## src/rtl/frw_pkg.sv

```systemverilog
package frw_pkg;
  // register addresses
  localparam int MODE_ADDR = 0;
  localparam int ENAB_ADDR = 1;
  // mode register bit positions
  localparam int SEL_BIT   = 0;
  localparam int FRST_BIT  = 1;
  localparam int BUSY_BIT  = 2;
  localparam int ERR_BIT   = 3;
  // enable register bit positions
  localparam int ALL_BIT   = 0;
  localparam int SMALL_BIT = 1;
  // unlock detector slots
  localparam int NUM_SEQ   = 3;
  localparam int SEQ_SEL   = 0;
  localparam int SEQ_SMALL = 1;
  localparam int SEQ_FRST  = 2;
endpackage

```

## src/rtl/frw_seq_det.sv

```systemverilog
// Two-write unlock detector for one bit of one register.
module frw_seq_det #(
  parameter bit FIRST_VAL = 1'b0
) (
  input  logic clk,
  input  logic rst,
  input  logic wr_hit,
  input  logic bit_val,
  output logic fire
);
  localparam bit SECOND_VAL = ~FIRST_VAL;
  logic armed_q;

  always_ff @(posedge clk) begin
    if (rst)         armed_q <= 1'b0;
    else if (wr_hit) armed_q <= (bit_val == FIRST_VAL);
  end

  assign fire = wr_hit && armed_q && (bit_val == SECOND_VAL);
endmodule

```

## src/rtl/frw_rdback.sv

```systemverilog
// Registered readback mux.
module frw_rdback
  import frw_pkg::*;
#(
  parameter int DATA_W = 8,
  parameter int ADDR_W = 2
) (
  input  logic              clk,
  input  logic              rst,
  input  logic [ADDR_W-1:0] addr,
  input  logic              sel,
  input  logic              busy,
  input  logic              err,
  input  logic              all_en,
  input  logic              small_en,
  output logic [DATA_W-1:0] rdata
);
  logic [DATA_W-1:0] mode_word, enab_word, next_word;

  always_comb begin
    mode_word           = '0;
    mode_word[SEL_BIT]  = sel;
    mode_word[BUSY_BIT] = busy;
    mode_word[ERR_BIT]  = err;
    enab_word            = '0;
    enab_word[ALL_BIT]   = all_en;
    enab_word[SMALL_BIT] = small_en;
    if (addr == ADDR_W'(MODE_ADDR))      next_word = mode_word;
    else if (addr == ADDR_W'(ENAB_ADDR)) next_word = enab_word;
    else                                 next_word = '0;
  end

  always_ff @(posedge clk) begin
    if (rst) rdata <= '0;
    else     rdata <= next_word;
  end
endmodule

```

## src/rtl/frw_ctrl.sv

```systemverilog
module frw_ctrl
  import frw_pkg::*;
#(
  parameter int DATA_W = 8,
  parameter int ADDR_W = 2
) (
  input  logic              clk,
  input  logic              rst,
  input  logic              bus_we,
  input  logic [ADDR_W-1:0] bus_addr,
  input  logic [DATA_W-1:0] bus_wdata,
  output logic [DATA_W-1:0] bus_rdata,
  input  logic              flash_busy,
  output logic              rw_active,
  output logic              irq_inhibit,
  output logic              all_blk_en,
  output logic              small_blk_en,
  output logic              flash_rst_pulse,
  output logic              wdt_clear,
  output logic              seq_err
);
  localparam logic [NUM_SEQ-1:0] FIRST_VALS = 3'b100; // reset pulse arms on 1

  logic wr_mode, wr_enab;
  logic [NUM_SEQ-1:0] seq_hit, seq_bit, seq_fire;
  logic sel_q, all_q, small_q, pulse_q, wdt_q, err_q;
  logic sel_d, all_d, small_d, err_d;
  logic clr_sel, clr_all, clr_small, sel_blocked;

  assign wr_mode = bus_we && (bus_addr == ADDR_W'(MODE_ADDR));
  assign wr_enab = bus_we && (bus_addr == ADDR_W'(ENAB_ADDR));

  assign seq_hit[SEQ_SEL]   = wr_mode;
  assign seq_bit[SEQ_SEL]   = bus_wdata[SEL_BIT];
  assign seq_hit[SEQ_SMALL] = wr_enab;
  assign seq_bit[SEQ_SMALL] = bus_wdata[SMALL_BIT];
  assign seq_hit[SEQ_FRST]  = wr_mode;
  assign seq_bit[SEQ_FRST]  = bus_wdata[FRST_BIT];

  for (genvar i = 0; i < NUM_SEQ; i++) begin : g_seq
    frw_seq_det #(.FIRST_VAL(FIRST_VALS[i])) u_det (
      .clk(clk), .rst(rst), .wr_hit(seq_hit[i]),
      .bit_val(seq_bit[i]), .fire(seq_fire[i])
    );
  end

  // clear requests and their guards
  assign clr_sel     = wr_mode && !bus_wdata[SEL_BIT] && sel_q;
  assign clr_all     = wr_enab && !bus_wdata[ALL_BIT] && all_q;
  assign clr_small   = wr_enab && !bus_wdata[SMALL_BIT] && small_q;
  assign sel_blocked = flash_busy || all_q || small_q;

  always_comb begin
    sel_d = sel_q;
    if (clr_sel && !sel_blocked)  sel_d = 1'b0;
    else if (seq_fire[SEQ_SEL])   sel_d = 1'b1;

    all_d = all_q;
    if (clr_all && !flash_busy)                             all_d = 1'b0;
    else if (wr_enab && bus_wdata[ALL_BIT] && sel_q)        all_d = 1'b1;

    small_d = small_q;
    if (clr_small && !flash_busy)                 small_d = 1'b0;
    else if (seq_fire[SEQ_SMALL] && sel_q)        small_d = 1'b1;

    err_d = err_q
          | (clr_sel && sel_blocked)
          | ((clr_all || clr_small) && flash_busy);
  end

  always_ff @(posedge clk) begin
    if (rst) begin
      sel_q   <= 1'b0;
      all_q   <= 1'b0;
      small_q <= 1'b0;
      pulse_q <= 1'b0;
      wdt_q   <= 1'b0;
      err_q   <= 1'b0;
    end else begin
      sel_q   <= sel_d;
      all_q   <= all_d;
      small_q <= small_d;
      pulse_q <= seq_fire[SEQ_FRST];
      wdt_q   <= flash_busy && sel_q;
      err_q   <= err_d;
    end
  end

  frw_rdback #(.DATA_W(DATA_W), .ADDR_W(ADDR_W)) u_rd (
    .clk(clk), .rst(rst), .addr(bus_addr), .sel(sel_q), .busy(flash_busy),
    .err(err_q), .all_en(all_q), .small_en(small_q), .rdata(bus_rdata)
  );

  assign rw_active       = sel_q;
  assign irq_inhibit     = sel_q;
  assign all_blk_en      = all_q;
  assign small_blk_en    = small_q;
  assign flash_rst_pulse = pulse_q;
  assign wdt_clear       = wdt_q;
  assign seq_err         = err_q;


  sel_unlock_chk: assert property (@(posedge clk) disable iff (rst)
    $rose(rw_active) |-> $past(wr_mode && bus_wdata[SEL_BIT]));

  rst_pulse_width_chk: assert property (@(posedge clk) disable iff (rst)
    flash_rst_pulse |=> !flash_rst_pulse);

  rst_pulse_src_chk: assert property (@(posedge clk) disable iff (rst)
    flash_rst_pulse |-> $past(wr_mode && !bus_wdata[FRST_BIT]));

  wdt_hold_chk: assert property (@(posedge clk) disable iff (rst)
    (flash_busy && rw_active) |=> wdt_clear);

  busy_keep_mode_chk: assert property (@(posedge clk) disable iff (rst)
    (flash_busy && rw_active) |=> rw_active);

  err_sticky_chk: assert property (@(posedge clk) disable iff (rst)
    seq_err |=> seq_err);

  exit_order_chk: assert property (@(posedge clk) disable iff (rst)
    $fell(rw_active) |-> $past(!all_blk_en && !small_blk_en));

  en_needs_mode_chk: assert property (@(posedge clk) disable iff (rst)
    $rose(all_blk_en) |-> $past(rw_active));
endmodule

```

## config.mk

```make
export PLATFORM = sky130hd
export DESIGN_NAME = frw_ctrl
export DESIGN_NICKNAME = d
export VERILOG_FILES = /design/src/rtl/frw_pkg.sv /design/src/rtl/frw_seq_det.sv /design/src/rtl/frw_rdback.sv /design/src/rtl/frw_ctrl.sv
export SDC_FILE = /design/constraint.sdc
export NUM_CORES = 1
export LEC_CHECK = 0
export ABC_CLOCK_PERIOD_IN_PS = 1500
export BUFFER_PORTS_ARGS = -buffer_cell sky130_fd_sc_hd__buf_2
export CAP_MARGIN = 5
export CORE_UTILIZATION = 35
export DETAILED_ROUTE_END_ITERATION = 10
export GPL_TIMING_DRIVEN = 0
export PLACE_DENSITY = 0.7
export REMOVE_ABC_BUFFERS = 1
export SYNTH_ARGS = -nofsm -noshare
export SYNTH_HDL_FRONTEND = slang
export SYNTH_SLANG_ARGS = --single-unit
```

## constraint.sdc

```tcl
create_clock -name clk -period 1.5 [get_ports clk]
set_input_delay 0.225 -clock clk [delete_from_list [all_inputs] [get_ports clk]]
set_output_delay 0.225 -clock clk [all_outputs]
set_load 0.03 [all_outputs]
```

Word level (Yosys, flattened, before mapping)
Index checks and enable logic that the tools add are counted.

word-level totals
  input bits = 14
  output and inout bits = 15
  register bits = 17
  logic and storage cells = 56

operators by class
  reductions and logical operators = 36
  equal/unequal tests = 1
  multiplexer cells = 2
  bitwise operators = 5

operators with widths
  cell                                                             number
  1-bit logical AND                                                23
  2-bit OR reduction                                               4
  1-bit zero test                                                  4
  4-bit two-way mux                                                1
  1-bit logical OR                                                 3
  1-bit inverter                                                   3
  3-bit OR reduction                                               1
  2-bit by 1-bit == test with 1-bit output, second input constant  1
  2-bit zero test                                                  1
  2-bit two-way mux                                                1
  1-bit bitwise OR                                                 2

Longest topological paths before layout
Gate-level depths: netlist of run 1.

  depth after elaboration = 7
  mapped depth = 3
  mapped depth without buffers = 3

Cells and area by module
A second synthesis of run 1 with hierarchy kept.

unflattened totals
  cells, all modules = 58
  area total of the unflattened synthesis = 554.3 µm²

by module, submodules not included
  module                            area an instance (µm²)  instances  cells each  seq. area each (µm²)
  frw_ctrl                          267.8                   1          30          120.1
  frw_rdback                        165.2                   1          16          80.1
  frw_seq_det (g_seq[0].u_det ...)  38.8                    2          4           20.0
  frw_seq_det (g_seq[2].u_det)      43.8                    1          4           20.0

Worst setup path after synthesis of run 1
Ideal clock, no wire load.

  kind = register to register
  start point = reg small_q (netlist: small_blk_en)
  end point = reg err_q (netlist: seq_err)
  cell stages (with the launch flop) = 4
  period minus slack after synthesis = 1.206 ns
  setup time = 0.132 ns
  path slack = 0.294 ns
  data required time = 1.368 ns
  path buffers = 0
  data arrival time = 1.074 ns
  path through = dfxtp_1 > or3_1 > a41oi_1 > a21oi_1

on the way
  cells in the longest elaborated chain, start to end = 4
  elaborated cells between the ends (all ways) = 7
  classes of those cells = 2 x bitwise; 5 x reduce/logical

RTL lines
  element                                                line                            RTL
  start: declaration                                     frw_ctrl.sv:26                  logic sel_q, all_q, small_q, pulse_q, wdt_q, err_q;
  start signal: assignment                               frw_ctrl.sv:82                  small_q <= small_d;
  1-bit logical OR or 1-bit logical AND (tied branches)  frw_ctrl.sv:51, frw_ctrl.sv:50
  1-bit logical AND or 1-bit logical OR (tied branches)  frw_ctrl.sv:67, frw_ctrl.sv:68
  1-bit bitwise OR or 1-bit logical AND (tied branches)  frw_ctrl.sv:67, frw_ctrl.sv:68
  1-bit bitwise OR (*)                                   frw_ctrl.sv:68                  | ((clr_all || clr_small) && flash_busy);
  end signal: assignment                                 frw_ctrl.sv:85                  err_q <= err_d;
  end: declaration                                       frw_ctrl.sv:26

Every way passes the cells marked *; elsewhere a longest branch is shown, timed or not.
A chain may end at the register's enable or synchronous reset.

Worst setup path after layout of run 1
  start point = reg sel_q (netlist: irq_inhibit)
  end point = out irq_inhibit

RTL lines
  element                   line            RTL
  start: declaration        frw_ctrl.sv:26
  start signal: assignment  frw_ctrl.sv:80  sel_q <= sel_d;
  end: declaration          frw_ctrl.sv:15  output logic irq_inhibit,

No word-level cell between the ends.

==> results of run 1 <==
-- logic make-up after synthesis --
group | count (synthesis) | share of synthesized area
and+or+nand+nor | 25 | 0.2880
DFF | 13 | 0.4793
AOI/OAI and AO/OA | 11 | 0.1313
buffers and inverters | 6 | 0.07604
muxes | 1 | 0.01843
other | 1 | 0.006906
-- state kept, by name, summed over array words and instances, names as in the netlist --
signal,cells
small_blk_en,1
g_seq.u_det.armed_q,3
irq_inhibit,1
seq_err,1
flash_rst_pulse,1
wdt_clear,1
u_rd.rdata,4
all_blk_en,1
-- worst paths after layout --
path                            depth (start not counted)                                  end  slack, ns                 startpoint
worst max register to register                          3             irq_inhibit$_SDFFE_PP0P_       0.37  small_blk_en$_SDFFE_PP0P_
worst max-delay path                                    1                          irq_inhibit       0.31   irq_inhibit$_SDFFE_PP0P_
worst min-delay path                                    2  g_seq[1].u_det.armed_q$_SDFFE_PP0N_       0.22               bus_wdata[1]
worst min register to register                          2             u_rd.rdata[1]$_SDFF_PP0_       0.49  small_blk_en$_SDFFE_PP0P_
-- Yosys cell counts (all sizes together) --
cell type  count  share of area
and2b          1          0.016
a21oi          5          0.046
and4b          1          0.018
and3b          1          0.018
nor4           1          0.012
clkbuf         1         0.0069
nor2b          2          0.023
nand3          1         0.0092
or3            1          0.012
and2           2          0.023
dfxtp         13           0.48
o211ai         1          0.014
a41oi          1          0.016
nand4          1          0.012
nand2          2          0.014
nor3b          2          0.048
mux2i          1          0.018
buf            5          0.069
nor3           3          0.028
nor2           6          0.041
nand3b         1          0.014
conb           1         0.0069
o31ai          2          0.028
a211oi         2          0.028
-- where the power goes --
part           switching, mW  total [mW]  internal [mW]
registers            0.00203       0.351          0.349
clock network          0.102       0.205          0.103
logic                 0.0439      0.0617         0.0178
total                  0.148       0.618          0.470
-- cells in the final DEF, fill, tap and decap left out, types with 3 or more instances in the layout --
cell	synthesis	layout
clkbuf_4	0	3
buf_2	0	18
nor2_1	6	6
a21oi_1	5	5
dfxtp_1	13	13
nor3_1	3	3
conb_1	1	4
-- stage by stage --
stage	instance area, um^2	cells	util
after floorplan	513.0	54	-
after global placement	621.8	87	0.4551
after detailed placement	621.8	87	0.4551
after CTS	648.1	91	0.4744
after global routing	648.1	91	0.4744
final	648.1	91	0.4744
-- final cells by class --
class | count | share of cell area
sequential | 13 | 0.4015
multi-input combinational | 41 | 0.3900
timing repair buffer | 18 | 0.1390
clock buffer | 4 | 0.04054
tap | 15 | 0.02896
-- routing by layer --
layer  share of wire  global-route usage  vias up
met1            0.46              0.1783      215
met4               0             0.09677        0
met3           0.084             0.04787        0
met5               0                   0        -
met2            0.46              0.2383       19
li1                -                   -      236
==> impl_metrics.csv, run 1 <==
group,metric,value,unit
timing,min_period_over_period,0.7957,
clocking,cts_max_level,1,
timing,drv_slew,0,
die,initial_core_util,0.3974,
global_routing,grt_overflow,0,
timing,holdWs,0.2167,ns
global_routing,grt_pass1_wl,1.621,mm
clocking,cts_buffer_depth,2,
critical_path,startpoint_type,"flop",
clocking,cts-root-buf,"clkbuf_4",
power_and_ir_drop,p_total,0.6177,mW
route,drt_iter0_markers,9,
finish,diodes,0,
finish,area_growth_syn_to_layout,19.35,%
outcome,status,"complete, no violations",
logic_synthesis,ys_warn_count,0,
clocking,clkSinkCount,13,
critical_path,critical_path_buf_inv_count,1,
power_and_ir_drop,p_per_area,953.1,nW/um^2
clocking,post_cts_resized,0,
finish,nNetsFinal,91,
die,dieArea,1713,um^2
place,dp_hpwl,756.3,um
global_routing,grt_usage,0.1523,
die,pin_count,29,
timing,fmax,837.8,MHz
route,wirelength,1.065,mm
critical_path,critPathArrivalTime,0.97,ns
route,vias,470,
job,drv_cap,0,
logic_synthesis,avgSynthCellArea,9.527,um^2
clocking,post_cts_buffers,0,
timing,rsz0062_at_grt,"false",
finish,multi_input_area,252.7,um^2
clocking,cts_made_buffers,3,
power_and_ir_drop,irDropWorstVdd,0.3847,mV
logic_synthesis,ys_seq_elements,13,
logic_synthesis,synth-seq-area-share,0.4793,
clocking,clk-insertion-delay-late,0.26,ns
logic_synthesis,syn_area,543.0,um^2
critical_path,crit_type,"reg2out",
critical_path,worst_ep_required_time,1.27,ns
timing,fin_worst_skew,0.001283,ns
critical_path,path_cells,"buf_2",
die,dieWidth,41.39,um
finish,final-seq-area,260.3,um^2
die,std_cell_rows,13,
worst_hold_path,holdCritPathClass,"in2reg",
critical_path,crit_slowest_cell,"dfxtp_1",
route,wl_per_cell,11.70,um
die,die_y,41.39,um
finish,fillers,144,
place,place_congestion,0.7959,
place,dpl_worst_slack,0.3566,ns
critical_path,worst-path-max-fanout,8,
die,core,1366,um^2
global_routing,grt_antenna_before_repair,0,
clocking,clk_pin_slew,0.07,ns
route,remaining_drc_errors,0,
timing,finalHoldViolCount,0,
finish,drive_above_1_share,0.3158,
critical_path,endpoint_kind,"output port",
clocking,ctsHoldBuffers,0,
global_routing,grt_pass1_vias,375,
timing,setup_tns,0,ns
power_and_ir_drop,p_leak,0.2881,nW
global_routing,grt_max_degree,12,
timing,finalSetupViolations,0,
route,firstDrtPassIters,3,
timing,finalWorstSetupSlack,0.3064,ns
timing,period_minus_slack,1.194,ns
place,port_buffers,18,
clocking,tritoncts,"yes",
logic_synthesis,synth_cells,57,
critical_path,cpPeakStageDelay,0.46,ns
route,ant_nets,0,
critical_path,critical_path.top_delay_family,"flip-flops",
route,viasPerCell,5.165,
logic_synthesis,synth.distinct_cells,25,
Power figures use the tool's default switching activity.
==> inputs of run 2 (changes only) <==
--- a/config.mk
+++ b/config.mk
@@ -5,13 +5,14 @@
 export SDC_FILE = /design/constraint.sdc
 export NUM_CORES = 1
 export LEC_CHECK = 0
-export ABC_CLOCK_PERIOD_IN_PS = 1500
+export ABC_AREA = 1
+export ABC_CLOCK_PERIOD_IN_PS = 980
 export BUFFER_PORTS_ARGS = -buffer_cell sky130_fd_sc_hd__buf_2
 export CAP_MARGIN = 5
 export CORE_UTILIZATION = 35
 export DETAILED_ROUTE_END_ITERATION = 10
 export GPL_TIMING_DRIVEN = 0
-export PLACE_DENSITY = 0.7
+export PLACE_DENSITY = 0.72
 export REMOVE_ABC_BUFFERS = 1
 export SYNTH_ARGS = -nofsm -noshare
 export SYNTH_HDL_FRONTEND = slang
==> constraint.sdc (replaced) <==
create_clock -name clk -period 0.98 [get_ports clk]
set_input_delay 0.147 -clock clk [delete_from_list [all_inputs] [get_ports clk]]
set_output_delay 0.147 -clock clk [all_outputs]
set_load 0.03 [all_outputs]
==> impl_metrics.csv, run 2 <==
group,metric,value,unit
route,remaining_drc_errors,0,
route,firstDrtPassIters,4,
die,dieArea,1747,um^2
finish,stdcell_area,693.2,um^2
worst_hold_path,hold_depth,2,
finish,multi_input_area,224.0,um^2
logic_synthesis,synth_top_family_by_area,"simple AND/OR/NAND/NOR gates",
place,port_buffers,18,
logic_synthesis,synthSimpleGateAreaFrac,0.2483,
finish,area_growth_syn_to_layout,25.06,%
die,die_y,41.80,um
finish,final_common_cell,"buf_2",
finish,diodes,0,
clocking,cts_made_buffers,3,
global_routing,grt_max_degree,9,
place,dp_hpwl,812.4,um
global_routing,grt_pass1_wl,1.814,mm
clocking,cts_buffer_depth,2,
global_routing,grt_antenna_before_repair,0,
critical_path,crit_type,"reg2out",
critical_path,endpoint_kind,"output port",
logic_synthesis,synth_xor_area_frac,0,
place,place_congestion,0.8242,
die,initial_core_util,0.4009,
logic_synthesis,synth.distinct_cells,17,
critical_path,critPathArrivalTime,0.81,ns
logic_synthesis,yosys.area.top_type,"dfxtp_1",
critical_path,r2r_end,"irq_inhibit$_SDFFE_PP0P_",
global_routing,busiest_layer,"met2",
job,drv_cap,0,
die,std_cell_rows,13,
power_and_ir_drop,irDropWorstVdd,0.4643,mV
place,dpl_cell_area,633.1,um^2
finish,fillers,140,
timing,fmax,1046,MHz
critical_path,critical_path_buf_inv_count,1,
route,ant_nets,0,
timing,finalHoldViolCount,0,
clocking,cts-root-buf,"clkbuf_4",
timing,rsz0062_at_grt,"true",
timing,finalWorstSetupSlack,0.02410,ns
clocking,tritoncts,"yes",
critical_path,worst_r2r_path_depth,4,
die,pin_count,29,
finish,drive_above_1_share,0.3370,
power_and_ir_drop,p_leak,0.3230,nW
logic_synthesis,avgSynthCellArea,7.593,um^2
route,drt_iter0_markers,16,
timing,finalSetupViolations,0,
critical_path,worst_ep_required_time,0.83,ns
logic_synthesis,synth_edf_count,0,
timing,holdWs,0.09173,ns
finish,top_register,"u_rd.rdata",
outcome,status,"complete, no violations",
die,core,1383,um^2
logic_synthesis,synth_top_area_frac,0.4695,
finish,largest_register_ffs,4,
logic_synthesis,synthArstFlopShare,0,
timing,min_period_over_period,0.9754,
finish,final-seq-area,269.0,um^2
route,viasPerCell,4.776,
worst_hold_path,min_to,"flash_rst_pulse$_SDFF_PP0_",
timing,fin_worst_skew,0.01063,ns
route,vias,511,
critical_path,cpPeakStageDelay,0.38,ns
logic_synthesis,synth_most_common_cell,"dfxtp_1",
clocking,post_cts_buffers,0,
clocking,clk_pin_slew,0.08,ns
logic_synthesis,synthMuxAreaShare,0,
global_routing,grt_pass1_vias,446,
critical_path,critical_path.top_delay_family,"flip-flops",
route,wirelength,1.106,mm
global_routing,grt_use_met3,0.03043,
logic_synthesis,synthAdderAreaFrac,0,
global_routing,grt_overflow,0,
logic_synthesis,ys_seq_elements,13,
timing,drv_slew,0,
place,dpl_worst_slack,0.008711,ns
logic_synthesis,synth_ff_type,"dfxtp_1",
finish,utilization,0.5014,
critical_path,regToRegStartpoint,"all_blk_en$_SDFFE_PP0P_",
logic_synthesis,syn_area,554.3,um^2
clocking,cts_max_level,1,
critical_path,startpoint_type,"flop",
critical_path,crit_slowest_cell,"dfxtp_4",
clocking,clk-insertion-delay-late,0.27,ns
worst_hold_path,min-delay-start,"bus_wdata[1]",
finish,layout_common_cells,"buf_2 (13), inv_1 (11), dfxtp_1 (10)",
route,wl_per_cell,10.34,um
logic_synthesis,synth.area.top_cells,"dfxtp_1 (47%), inv_1 (7.4%), buf_4 (6.8%)",
clocking,ctsHoldBuffers,0,
finish,nNetsFinal,107,
logic_synthesis,ys_warn_count,0,
global_routing,met1_usage,0.1587,
power_and_ir_drop,p_per_area,1370,nW/um^2
global_routing,grt_usage,0.1330,
critical_path,path_cells,"buf_4",
critical_path,r2r_slack,0.06,ns
logic_synthesis,yosys-top-cells-count,"dfxtp_1 (13), inv_1 (11), nand2_1 (9)",
finish,top_regs,"u_rd.rdata: 4 flops, g_seq.u_det.armed_q: 3 flops",
logic_synthesis,synth_cells,73,
worst_hold_path,holdCritPathClass,"in2reg",
logic_synthesis,synth_compound_area_frac,0.1196,
timing,period_minus_slack,0.9559,ns
logic_synthesis,synth-seq-area-share,0.4695,
die,dieWidth,41.80,um
clocking,clkSinkCount,13,
critical_path,worst-path-max-fanout,5,
global_routing,use_met2,0.2063,
## run 2: cell count changes in the layout (fill, tap and decap cells not counted), moves of 3 or more
cell     before  now
buf_4         0    3
buf_2        18   13
inv_1         0   11
o21ai_0       0    5
nand2_1       2    9
nor2_2        0    4
dfxtp_1      13   10
## run 2: cells by family (layout without fill, tap and decap cells)
logic type,after synthesis,in the layout
flip-flops,13,13
other,1,4
AO/OA/AOI/OAI,13,13
AND/OR/NAND/NOR,28,28
buffers and inverters,18,34
## run 2: repair_timing
| action | in CTS | in global routing |
|---|---|---|
| endpoints found under the setup margin | 5 | 6 |
| cloned | 0 | 0 |
| resized for setup | 8 | 6 |
## run 2: metal layers
| layer | vias up | part of all wire |
|---|---|---|
| li1 | 263 | - |
| met1 | 224 | 0.46 |
| met2 | 22 | 0.47 |
| met3 | 2 | 0.055 |
| met4 | 0 | 0.014 |
| met5 | - | 0 |
## run 2: how the worst max path moves through the flow
stage / startpoint / end / slack (ns) / cells after the start
after floorplan: irq_inhibit$_SDFFE_PP0P_ / seq_err$_SDFF_PP0_ / -0.27 / 4
after global placement: small_blk_en$_SDFFE_PP0P_ / irq_inhibit$_SDFFE_PP0P_ / 0.04 / 4
after detailed placement: bus_addr[0] / irq_inhibit$_SDFFE_PP0P_ / 0.009 / 6
after CTS: small_blk_en$_SDFFE_PP0P_ / irq_inhibit$_SDFFE_PP0P_ / 0.01 / 4
after global routing: small_blk_en$_SDFFE_PP0P_ / irq_inhibit$_SDFFE_PP0P_ / -0.02 / 4
final: all_blk_en$_SDFFE_PP0P_ / all_blk_en / 0.02 / 1
## run 2: through the flow
stage	instances	setup TNS, ns	power, mW
6_report	107	0	0.9497
5_1_grt	107	-0.02257	0.9846
4_1_cts	107	0	0.9566
3_5_place_dp	103	0	0.6497
3_3_place_gp	103	0	0.6479
2_1_floorplan	70	-0.9008	0.6107
## run 2: power breakdown
group          switching, mW  internal (mW)
clock network          0.158          0.157
registers            0.00298          0.530
logic                 0.0745         0.0270
## run 2: final cells by class
class | count | share of cell area
Sequential cell | 13 | 0.3881
Multi-Input combinational cell | 45 | 0.3231
Timing Repair Buffer | 18 | 0.1588
Inverter | 12 | 0.06498
Clock buffer | 4 | 0.03791
Tap cell | 15 | 0.02708
